[src/rtl/xcvr_pkg.sv]
package xcvr_pkg;

    localparam int unsigned DEF_LANE_W = 8;
    localparam int unsigned DEF_LANES  = 2;

    typedef struct packed {
        logic dir_n;
        logic le_n;
        logic oe_n;
    } dir_ctrl_t;

    function automatic logic path_follows(input dir_ctrl_t c, input logic blocked);
        return !c.dir_n && !c.le_n && !blocked;
    endfunction

    function automatic logic path_drives(input dir_ctrl_t c);
        return !c.dir_n && !c.oe_n;
    endfunction

endpackage

[src/rtl/xcvr_path.sv]
module xcvr_path
    import xcvr_pkg::*;
#(
    parameter int unsigned W = DEF_LANE_W
) (
    input  logic         clk,
    input  logic         rst,
    input  dir_ctrl_t    ctrl,
    input  logic         blocked,
    input  logic [W-1:0] din,
    output logic [W-1:0] dout,
    output logic         drive
);

    logic [W-1:0] store;
    logic         follow;
    logic [W-1:0] view;

    assign follow = path_follows(ctrl, blocked);
    assign view   = follow ? din : store;
    assign drive  = path_drives(ctrl);
    assign dout   = drive ? view : '0;

    always_ff @(posedge clk) begin
        if (rst)
            store <= '0;
        else if (follow)
            store <= din;
    end

    a_r1_reset_clears: assert property (@(posedge clk) rst |=> (store == '0));

    a_r4_dir_off_holds: assert property (@(posedge clk) disable iff (rst)
        (!rst && ctrl.dir_n) |=> $stable(store));

    a_r3_le_high_holds: assert property (@(posedge clk) disable iff (rst)
        (!rst && ctrl.le_n) |=> $stable(store));

    a_r9_blocked_holds: assert property (@(posedge clk) disable iff (rst)
        (!rst && blocked) |=> $stable(store));

    a_r2_follow_passes: assert property (@(posedge clk) disable iff (rst)
        (!ctrl.dir_n && !ctrl.le_n && !ctrl.oe_n && !blocked) |-> (dout == din));

    a_r5_oe_off_quiet: assert property (@(posedge clk) disable iff (rst)
        ctrl.oe_n |-> (dout == '0 && !drive));

endmodule

[src/rtl/xcvr_lane.sv]
module xcvr_lane
    import xcvr_pkg::*;
#(
    parameter int unsigned W = DEF_LANE_W
) (
    input  logic         clk,
    input  logic         rst,
    input  dir_ctrl_t    ab_ctrl,
    input  dir_ctrl_t    ba_ctrl,
    input  logic [W-1:0] a_in,
    input  logic [W-1:0] b_in,
    output logic [W-1:0] a_out,
    output logic [W-1:0] a_oe,
    output logic [W-1:0] b_out,
    output logic [W-1:0] b_oe
);

    logic ab_drive;
    logic ba_drive;

    // A-to-B path: source port A, blocked while the block drives port A
    xcvr_path #(.W(W)) ab_path_i (
        .clk     (clk),
        .rst     (rst),
        .ctrl    (ab_ctrl),
        .blocked (ba_drive),
        .din     (a_in),
        .dout    (b_out),
        .drive   (ab_drive)
    );

    // B-to-A path: source port B, blocked while the block drives port B
    xcvr_path #(.W(W)) ba_path_i (
        .clk     (clk),
        .rst     (rst),
        .ctrl    (ba_ctrl),
        .blocked (ab_drive),
        .din     (b_in),
        .dout    (a_out),
        .drive   (ba_drive)
    );

    assign b_oe = {W{ab_drive}};
    assign a_oe = {W{ba_drive}};

    a_r6_b_drive_full: assert property (@(posedge clk) disable iff (rst)
        (!ab_ctrl.dir_n && !ab_ctrl.oe_n) |-> (b_oe == {W{1'b1}}));

    a_r7_a_drive_full: assert property (@(posedge clk) disable iff (rst)
        (!ba_ctrl.dir_n && !ba_ctrl.oe_n) |-> (a_oe == {W{1'b1}}));

    a_r4_dir_off_no_drive: assert property (@(posedge clk) disable iff (rst)
        ab_ctrl.dir_n |-> (b_oe == '0 && b_out == '0));

endmodule

[src/rtl/bidir_latch_xcvr.sv]
module bidir_latch_xcvr
    import xcvr_pkg::*;
#(
    parameter int unsigned LANE_W = DEF_LANE_W,
    parameter int unsigned LANES  = DEF_LANES,
    localparam int unsigned BUS_W = LANE_W * LANES
) (
    input  logic             clk,
    input  logic             rst,
    input  logic [BUS_W-1:0] a_in,
    output logic [BUS_W-1:0] a_out,
    output logic [BUS_W-1:0] a_oe,
    input  logic [BUS_W-1:0] b_in,
    output logic [BUS_W-1:0] b_out,
    output logic [BUS_W-1:0] b_oe,
    input  logic [LANES-1:0] ab_dir_n,
    input  logic [LANES-1:0] ab_le_n,
    input  logic [LANES-1:0] ab_oe_n,
    input  logic [LANES-1:0] ba_dir_n,
    input  logic [LANES-1:0] ba_le_n,
    input  logic [LANES-1:0] ba_oe_n
);

    for (genvar l = 0; l < LANES; l++) begin : g_lane
        dir_ctrl_t ab_c;
        dir_ctrl_t ba_c;

        assign ab_c = '{dir_n: ab_dir_n[l], le_n: ab_le_n[l], oe_n: ab_oe_n[l]};
        assign ba_c = '{dir_n: ba_dir_n[l], le_n: ba_le_n[l], oe_n: ba_oe_n[l]};

        xcvr_lane #(.W(LANE_W)) lane_i (
            .clk     (clk),
            .rst     (rst),
            .ab_ctrl (ab_c),
            .ba_ctrl (ba_c),
            .a_in    (a_in [l*LANE_W +: LANE_W]),
            .b_in    (b_in [l*LANE_W +: LANE_W]),
            .a_out   (a_out[l*LANE_W +: LANE_W]),
            .a_oe    (a_oe [l*LANE_W +: LANE_W]),
            .b_out   (b_out[l*LANE_W +: LANE_W]),
            .b_oe    (b_oe [l*LANE_W +: LANE_W])
        );

        // a lane's drive enables follow only its own control bits
        a_r8_lane_own_ctrl: assert property (@(posedge clk) disable iff (rst)
            (ab_dir_n[l] || ab_oe_n[l]) |-> (b_oe[l*LANE_W +: LANE_W] == '0));
    end

endmodule

[config.mk]
export PLATFORM = sky130hd
export DESIGN_NAME = bidir_latch_xcvr
export DESIGN_NICKNAME = d
export VERILOG_FILES = /design/src/rtl/xcvr_pkg.sv /design/src/rtl/xcvr_path.sv /design/src/rtl/xcvr_lane.sv /design/src/rtl/bidir_latch_xcvr.sv
export SDC_FILE = /design/constraint.sdc
export NUM_CORES = 1
export LEC_CHECK = 0
export ABC_AREA = 1
export ABC_CLOCK_PERIOD_IN_PS = 1600
export BUFFER_PORTS_ARGS = -buffer_cell sky130_fd_sc_hd__buf_2
export CORE_MARGIN = 1.5
export CORE_UTILIZATION = 30
export CTS_CLUSTER_SIZE = 12
export DETAILED_ROUTE_END_ITERATION = 8
export MAX_ROUTING_LAYER = met4
export PLACE_DENSITY_LB_ADDON = 0.1
export SLEW_MARGIN = 20
export SYNTH_ARGS = -nofsm -noshare
export SYNTH_HDL_FRONTEND = slang
export SYNTH_HIERARCHICAL = 1
export SYNTH_SLANG_ARGS = --single-unit
[constraint.sdc]
create_clock -name clk -period 1.6 [get_ports clk]
set_clock_uncertainty 0.2 [all_clocks]
set_input_delay 0.08 -clock clk [delete_from_list [all_inputs] [get_ports clk]]
set_output_delay 0.08 -clock clk [all_outputs]
set_load 0.05 [all_outputs]
; ---- Word level (Yosys, flattened, before mapping)
; Index checks and enable logic that the tools add are counted.
; W data, S select, Z words.
[totals]
elab_cells = 40
register_bits = 32
output_inout_bits = 64
in_bits = 46
[classes]
muxes = 8
reduce_logical = 28
[ops]
columns = op, count
row1 = $mux W8, 8
row2 = $logic_not A1 Y1, 16
row3 = $logic_and A1 B1 Y1, 12

; ---- Depth between registers and ports, before layout
; Gate-level depths: netlist of the first run.
[logic_depth]
ltp_word = 6
depth_mapped = 6
ltp_nobuf = 6

; ---- By module
; Netlist of the first run, hierarchy kept.
[modules_own_cells]
columns = module, n_inst, seq_area_each_um2, area_per_inst_um2, cells_per_inst
row1 = xcvr_path, 4, 160.2, 426.7, 70
row2 = xcvr_lane, 2, 0.0, 120.1, 16

; ---- Least setup slack after synthesis of the first run
; No wires, ideal clock.
[synth_path]
path_kind = input port to output port
startpoint = in ba_dir_n[0]
endpoint = out a_out[0]
path_slack_ns = -0.278
path_buffers = 0
cell_stages = 3
required_time_ns = 1.320
t_arrival_ns = 1.598
cell_sequence = nor2_1 > inv_1 > nor2_1
[synth_between]
elab_chain_cells = 5
[synth_lines]
columns = item, line
row1 = start: declaration, bidir_latch_xcvr.sv:19  ; input logic [LANES-1:0] ba_dir_n,
row2 = $logic_not A1 Y1 (*), "xcvr_pkg.sv:13, xcvr_pkg.sv:17"
row3 = $logic_and A1 B1 Y1 (2 in series), xcvr_pkg.sv:13  ; return !c.dir_n && !c.le_n && !blocked;
row4 = $mux W8, -
row5 = $mux W8 (*), xcvr_path.sv:22  ; assign dout = drive ? view : '0;
row6 = end: declaration, bidir_latch_xcvr.sv:11  ; output logic [BUS_W-1:0] a_out,
; Mark *: on every way between the ends. The rest lies on a longest branch, timed or not.

; ---- Worst setup path in the final report of the first run
[layout_path]
startpoint = in b_in[8]
endpoint = reg g_lane[1].lane_i.ba_path_i.store[0]
[layout_between]
elab_chain_cells = 1
[layout_lines]
columns = item, line
row1 = start: declaration, bidir_latch_xcvr.sv:13  ; input logic [BUS_W-1:0] b_in,
row2 = $mux W8, -
row3 = end signal: assignment, xcvr_path.sv:28  ; store <= din;
row4 = end: declaration, xcvr_path.sv:15  ; logic [W-1:0] store;
; Every way passes these cells.
; A chain may end at the register's enable or synchronous reset.

==> parameters.txt, run 1 <==
Parameter                              Value

Outcome
  Outcome ... finished with violations
  Violated checks ... hold timing

STA
  Portion of the clock cycle consumed by the worst path in the final layout ... 98.03%
  Max transition margin ... between 70% and 80%
  F_max ... about 0.64 GHz
  Fin crit period ... between 1.5 and 2 ns
  Tightest Pin Transition ... ~0.4 ns
  Number of hold-slack violations in the final timing report ... 6
  # setup viols final ... 0
  Pins over their slew limit ... 0
  Total Negative Setup Slacks ... 0 ns
  Hold Slack ... -0.008236 ns
  Setup repair after global routing missed its margin ... false

CTS
  Clock input transition at the sequential cells of the worst setup and hold paths ... approximately 0.070 ns
  Number of H-tree branching levels ... 2
  TritonCTS clock tree ... yes
  Insertion delay to the later sink of the worst-skew pair ... around 0.27 ns
  Max Root-Sink Buffers ... 2
  Count of clock tree sinks ... 32
  Clock root buffer ... sky130_fd_sc_hd__clkbuf_8
  Number of buffers inserted during clock tree synthesis ... 5

Critical path
  Reg2reg start ... g_lane[1].lane_i/ba_path_i/store[0]
  Data arrival time of the critical path ... between 1.5 and 2 ns
  Largest fanout on the critical path ... 2
  Bufs and invs on worst path ... 4
  List of cells traversed by the critical path ... dlygate4sd3_1 > buf_2 > inv_1 > nand3_1 > nand2_2 > nor2_1 > dlygate4sd3_1
  Data required time at the worst endpoint ... about 1.6 ns
  CP Class ... input pin to register
  Crit path launch ... b_in[8]
  Critical path's largest stage delay ... ~0.56 ns
  Critical path launch point type ... input pin
  Setup crit end kind ... register
  Worst path slowest cell ... sky130_fd_sc_hd__dlygate4sd3_1
  Most common cell type on the critical path ... sky130_fd_sc_hd__dlygate4sd3_1
  Cell family contributing the most delay on the critical path ... buffers and inverters

Logic synthesis
  Post-synth design cell area ... 0.001947 mm²
  Main area contributors after synthesis ... sky130_fd_sc_hd__dfxtp_1, sky130_fd_sc_hd__inv_1, sky130_fd_sc_hd__nor2_1
  Number of flops mapped to enable cells by yosys ... 0
  Share of synthesized area occupied by flip-flops and latches ... 32.90%
  Post-synthesis cell type with the largest combined area ... sky130_fd_sc_hd__dfxtp_1
  Net count of the mapped netlist ... around 360
  Async set-or-reset flop fraction in the synthesized netlist ... 0%
  Syn avg cell area ... around 6.2 µm²
  Ranking of synthesized cells by instance count ... sky130_fd_sc_hd__inv_1, sky130_fd_sc_hd__nor2_1, sky130_fd_sc_hd__nand2_1
  Synth Flop Type ... sky130_fd_sc_hd__dfxtp_1
  Synth top area share ... around a third
  Count of different cell masters after synthesis ... 10
  Synthesized instance count ... between 300 and 400
  Flip-flop and latch count after synthesis ... 32
  Warnings, synthesis ... 6

Routing
  Top sig layer ... met4
  Number of vias per cell after detailed routing ... 3.980
  Routed wire length ... ~4800 µm
  First-pass iteration count of the detailed router ... 4
  Number of nets with antenna violations after detailed routing ... 0
  Routed met1 length ... 2286 µm
  Routed length on met3 ... about 250 µm
  Detailed Route Iter0 Violations ... 35
  Met2 wire length ... roughly 2200 µm
  Drc violations ... 0
  Total number of vias ... roughly 2000
  Mean routed wirelength per cell ... around 9.4 µm

Power and ir drop
  Peak supply drop ... ~0.37 mV
  Design Power ... roughly 2300 µW
  Pwr per Cell Area ... just under 800 mW/mm²
  Leakage Power ... approximately 0.0017 µW

Layout
  Final std cell area, no fill ... 0.002964 mm²
  Antenna cells ... 0
  Share of layout cells above drive strength 1 ... around two fifths
  Area grow syn2layout ... 52.25%
  Number of nets at the end of the flow ... ~480

Die
  Core Box Area ... around 0.0063 mm²
  Number of rows created at floorplan ... 29
  DIE HEIGHT ... approximately 84 µm
  Starting Density ... a little under a third
  Top-level port count ... between 100 and 150
  Die width ... 83.56 µm
  Die Area ... approximately 0.007 mm²

GRT
  Number of antenna violations at the first check in global routing ... 0
  GRT Overall Usage ... between 10% and 20%
  Total congestion overflow after global routing ... 0
  Wire length of the first global-routing pass ... ~7900 µm
  Maximum number of pins on one net before global-route repair ... 18
  Vias in the first global route ... around 1900

Placed design
  Final weighted congestion in routability-driven placement ... about 0.73
  Area of placed instances ... approximately 0.0025 mm²
  Port-buffer cells ... between 100 and 150
  HPWL reported at the end of detailed placement ... between 3000 and 4000 µm

Run
  Max-Cap Viols ... 0

Hold path
  Worst hold path startpoint ... rst
  Worst hold path class ... input pin to register
-- repair_timing --
action | CTS | global route
setup buffers | 0 | 0
endpoints found under the setup margin | 8 | 17
hold buffers | 45 | 0
gates resized for setup | 1 | 15
hold endpoints to repair | 32 | 0
pin swaps | 0 | 10
-- cell families after synthesis --
| group | Yosys count | synth area share [%] |
|---|---|---|
| buffers and inverters | 108 | 26.99 |
| and+or+nand+nor | 172 | 40.10 |
| DFF | 32 | 32.90 |
-- final timing paths --
check | slack [ns] | end | cells past startpoint
hold reg to reg | 0.34 | g_lane[1].lane_i/ba_path_i/store[6] | 4
setup / recovery | 0.03 | g_lane[1].lane_i/ba_path_i/store[0] | 7
setup reg to reg | 0.22 | g_lane[1].lane_i/ba_path_i/store[0] | 5
hold / removal | -0.008 | g_lane[1].lane_i/ba_path_i/store[4] | 2
-- state kept, by name, indices dropped and copies added, names as in the netlist --
register,count
g_lane.lane_i/ab_path_i/store,16
g_lane.lane_i/ba_path_i/store,16
-- report_power, final --
| group | switching [µW] | total, µW | internal [µW] | leakage [µW] |
|---|---|---|---|---|
| Clock | 277 | 628 | 350 | 0.0000455 |
| Combinational | 547 | 803 | 256 | 0.00141 |
| Sequential | 11.6 | 861 | 849 | 0.000263 |
| Total | 836 | 2290 | 1460 | 0.00172 |
-- cell usage in the layout, fill, tap and decap left out, types with 5 or more instances in the layout --
master and instances:
sky130_fd_sc_hd__dfxtp_1 32, sky130_fd_sc_hd__nand2_2 10, sky130_fd_sc_hd__buf_4 5, sky130_fd_sc_hd__nor2_1 32, sky130_fd_sc_hd__nand2_1 54, sky130_fd_sc_hd__nor2_2 35
sky130_fd_sc_hd__clkbuf_8 6, sky130_fd_sc_hd__inv_1 68, sky130_fd_sc_hd__nand3_1 32, sky130_fd_sc_hd__dlygate4sd3_1 34, sky130_fd_sc_hd__buf_2 105
-- cell type report --
cell class | instances | area, µm²
sequential | 32 | 640.6
timing repair buffer | 150 | 965.9
inverter | 72 | 270.3
fill | 694 | 3349
multi-input combinational | 172 | 900.9
clock buffer | 8 | 90.09
tap | 77 | 96.34
-- through the flow --
step	setup slack (ns)	instances	util, %	hold slack (ns)
6_report	0.03155	511	46.95	-0.008236
5_1_grt	0.008951	511	46.95	0.01007
4_1_cts	0.01107	521	47.94	0.0004355
3_5_place_dp	-0.04385	468	39.30	0.2362
3_3_place_gp	0.01523	468	39.30	0.2343
2_1_floorplan	0.1051	312	-	0.1343
-- per-layer routing --
metal | vias up | global-route usage [%]
met5 | - | -
met4 | 0 | 3.577
met3 | 5 | 3.759
met2 | 60 | 22.39
met1 | 862 | 17.65
li1 | 1107 | -
No activity file was read; power rests on OpenSTA's default activity.
==> run 2, diff against run 1 <==
Settings changed: MAX_ROUTING_LAYER met4 to default.
==> parameters.txt, run 2 (synthesized netlist as in run 1, its figures left out) <==
Parameter                              Value

Hold path
  Worst hold path class ... input pin to register

Critical path
  Most common cell type on the critical path ... sky130_fd_sc_hd__dlygate4sd3_1
  Largest fanout on the critical path ... 2
  CP Class ... input pin to register
  Cell family contributing the most delay on the critical path ... buffers and inverters
  Data required time at the worst endpoint ... approximately 1.6 ns
  Worst path slowest cell ... sky130_fd_sc_hd__dlygate4sd3_1
  Bufs and invs on worst path ... 4
  Data arrival time of the critical path ... about 1.5 ns
  Setup crit end kind ... register
  Critical path launch point type ... input pin
  Critical path's largest stage delay ... roughly 0.56 ns
  List of cells traversed by the critical path ... dlygate4sd3_1 > buf_2 > inv_1 > nand3_1 > nand2_2 > nor2_1 > dlygate4sd3_1

Layout
  Antenna cells ... 0
  Number of nets at the end of the flow ... 479
  Sequential Area ... approximately 640 µm²
  Registers with the highest flip-flop counts ... g_lane.lane_i/ab_path_i/store: 16 flops, g_lane.lane_i/ba_path_i/store: 16 flops
  FILL cells ... about 690
  Commonest non-fill, non-tap cell in the layout ... sky130_fd_sc_hd__buf_2
  Share of layout cells above drive strength 1 ... 40.32%
  Area grow syn2layout ... 52.25%
  Multi-input gate area ... about 900 µm²
  Most frequent cells in the layout ... sky130_fd_sc_hd__buf_2, sky130_fd_sc_hd__inv_1, sky130_fd_sc_hd__nand2_1

STA
  Max transition margin ... between 70% and 80%
  Portion of the clock cycle consumed by the worst path in the final layout ... approximately 98%
  Setup repair after global routing missed its margin ... false
  # setup viols final ... 0
  Fin crit period ... 1.564 ns
  Number of hold-slack violations in the final timing report ... 9
  F_max ... around 0.64 GHz
  Hold Slack ... -0.01195 ns
  Final setup slack of the worst path ... between 0.03 and 0.04 ns
  Pins over their slew limit ... 0
  Tightest Pin Transition ... just over 0.4 ns

CTS
  TritonCTS clock tree ... yes
  Count of clock tree sinks ... 32
  Clock root buffer ... sky130_fd_sc_hd__clkbuf_8
  Number of buffers inserted during clock tree synthesis ... 5
  Number of H-tree branching levels ... 2
  Insertion delay to the later sink of the worst-skew pair ... between 0.2 and 0.3 ns
  Max Root-Sink Buffers ... 2
  Clock input transition at the sequential cells of the worst setup and hold paths ... 0.07 ns

Placed design
  Final weighted congestion in routability-driven placement ... roughly 0.7
  HPWL reported at the end of detailed placement ... around 3300 µm
  Placement Setup Slack ... -0.04385 ns
  Port-buffer cells ... roughly 110

Run
  Max-Cap Viols ... 0

Routing
  Detailed Route Iter0 Violations ... 35
  Drc violations ... 0
  Number of vias per cell after detailed routing ... between 3 and 4
  Mean routed wirelength per cell ... 9.368 µm
  Routed wire length ... ~4800 µm
  First-pass iteration count of the detailed router ... 4
  Number of nets with antenna violations after detailed routing ... 0
  Total number of vias ... around 2000

Outcome
  Outcome ... finished with violations
  Violated checks ... hold timing

Die
  Core Box Area ... between 0.006 and 0.007 mm²
  Number of rows created at floorplan ... 29
  Die Area ... approximately 0.0070 mm²
  Die width ... approximately 84 µm
  Starting Density ... ~30%
  DIE HEIGHT ... between 80 and 90 µm
  Top-level port count ... 110

GRT
  Wire length of the first global-routing pass ... between 7000 and 8000 µm
  Total congestion overflow after global routing ... 0
  Maximum number of pins on one net before global-route repair ... 18
  Number of antenna violations at the first check in global routing ... 0
  GRT Overall Usage ... about 14%
  Vias in the first global route ... 1866

Power and ir drop
  Leakage Power ... between 0.0015 and 0.002 µW
  Pwr per Cell Area ... around 770 mW/mm²
  Peak supply drop ... roughly 0.37 mV
  Design Power ... around 2300 µW
[run 2: worst reg2reg max path, cell delays in order, from the launching register on]
cell	delay [ns]
sky130_fd_sc_hd__dfxtp_1	0.30
sky130_fd_sc_hd__inv_1	0.04
sky130_fd_sc_hd__nand2_1	0.05
sky130_fd_sc_hd__nand2_2	0.08
sky130_fd_sc_hd__nor2_1	0.04
sky130_fd_sc_hd__dlygate4sd3_1	0.56
[run 2: routing by layer]
| metal | share of wire, % | global-route usage [%] | vias to the layer above |
|---|---|---|---|
| met5 | 0 | 0 | - |
| met4 | 1.0 | 3.577 | 0 |
| met3 | 5.3 | 4.055 | 5 |
| met2 | 46 | 22.39 | 56 |
| met1 | 48 | 17.47 | 868 |
| li1 | - | - | 1107 |
[run 2: final timing paths]
kind                                  startpoint                                  end  slack [ns]  cells past startpoint
min                                          rst  g_lane[1].lane_i/ba_path_i/store[2]       -0.01                      2
min reg2reg  g_lane[1].lane_i/ba_path_i/store[6]  g_lane[1].lane_i/ba_path_i/store[6]        0.34                      4
max reg2reg  g_lane[1].lane_i/ba_path_i/store[0]  g_lane[1].lane_i/ba_path_i/store[0]        0.22                      5
max                                      b_in[8]  g_lane[1].lane_i/ba_path_i/store[0]        0.04                      7
[run 2: what timing repair did]
item                                    CTS  global route
setup buffers                             0             0
hold endpoints to repair                 32             0
pin swaps                                 0            10
hold buffers                             45             0
endpoints found under the setup margin    8            17
cloned                                    0             0
resized for setup                         1            15
[run 2: final cells by class]
type / count / share of cell area, %
well taps: 77 / 3.250
multi-input cells: 172 / 30.39
flip-flops and latches: 32 / 21.61
repair buffers: 150 / 32.59
clock buffers: 8 / 3.039
inverters: 72 / 9.118
[run 2: where the power goes]
part	internal [µW]	switching [µW]
sequential	849	11.6
clock	350	277
combinational	256	547
total	1460	836
[run 2: metrics by stage]
stage / setup TNS, ns / hold WS, ns / instances / area [µm²] / utilization (%)
after floorplan: 0 / 0.1343 / 312 / 2037 / -
after global placement: 0 / 0.2343 / 468 / 2481 / 39.30
after detailed placement: -0.2084 / 0.2362 / 468 / 2481 / 39.30
after CTS: 0 / 0.0004355 / 521 / 3027 / 47.94
after global routing: 0 / 0.01006 / 511 / 2964 / 46.95
final: 0 / -0.01195 / 511 / 2964 / 46.95
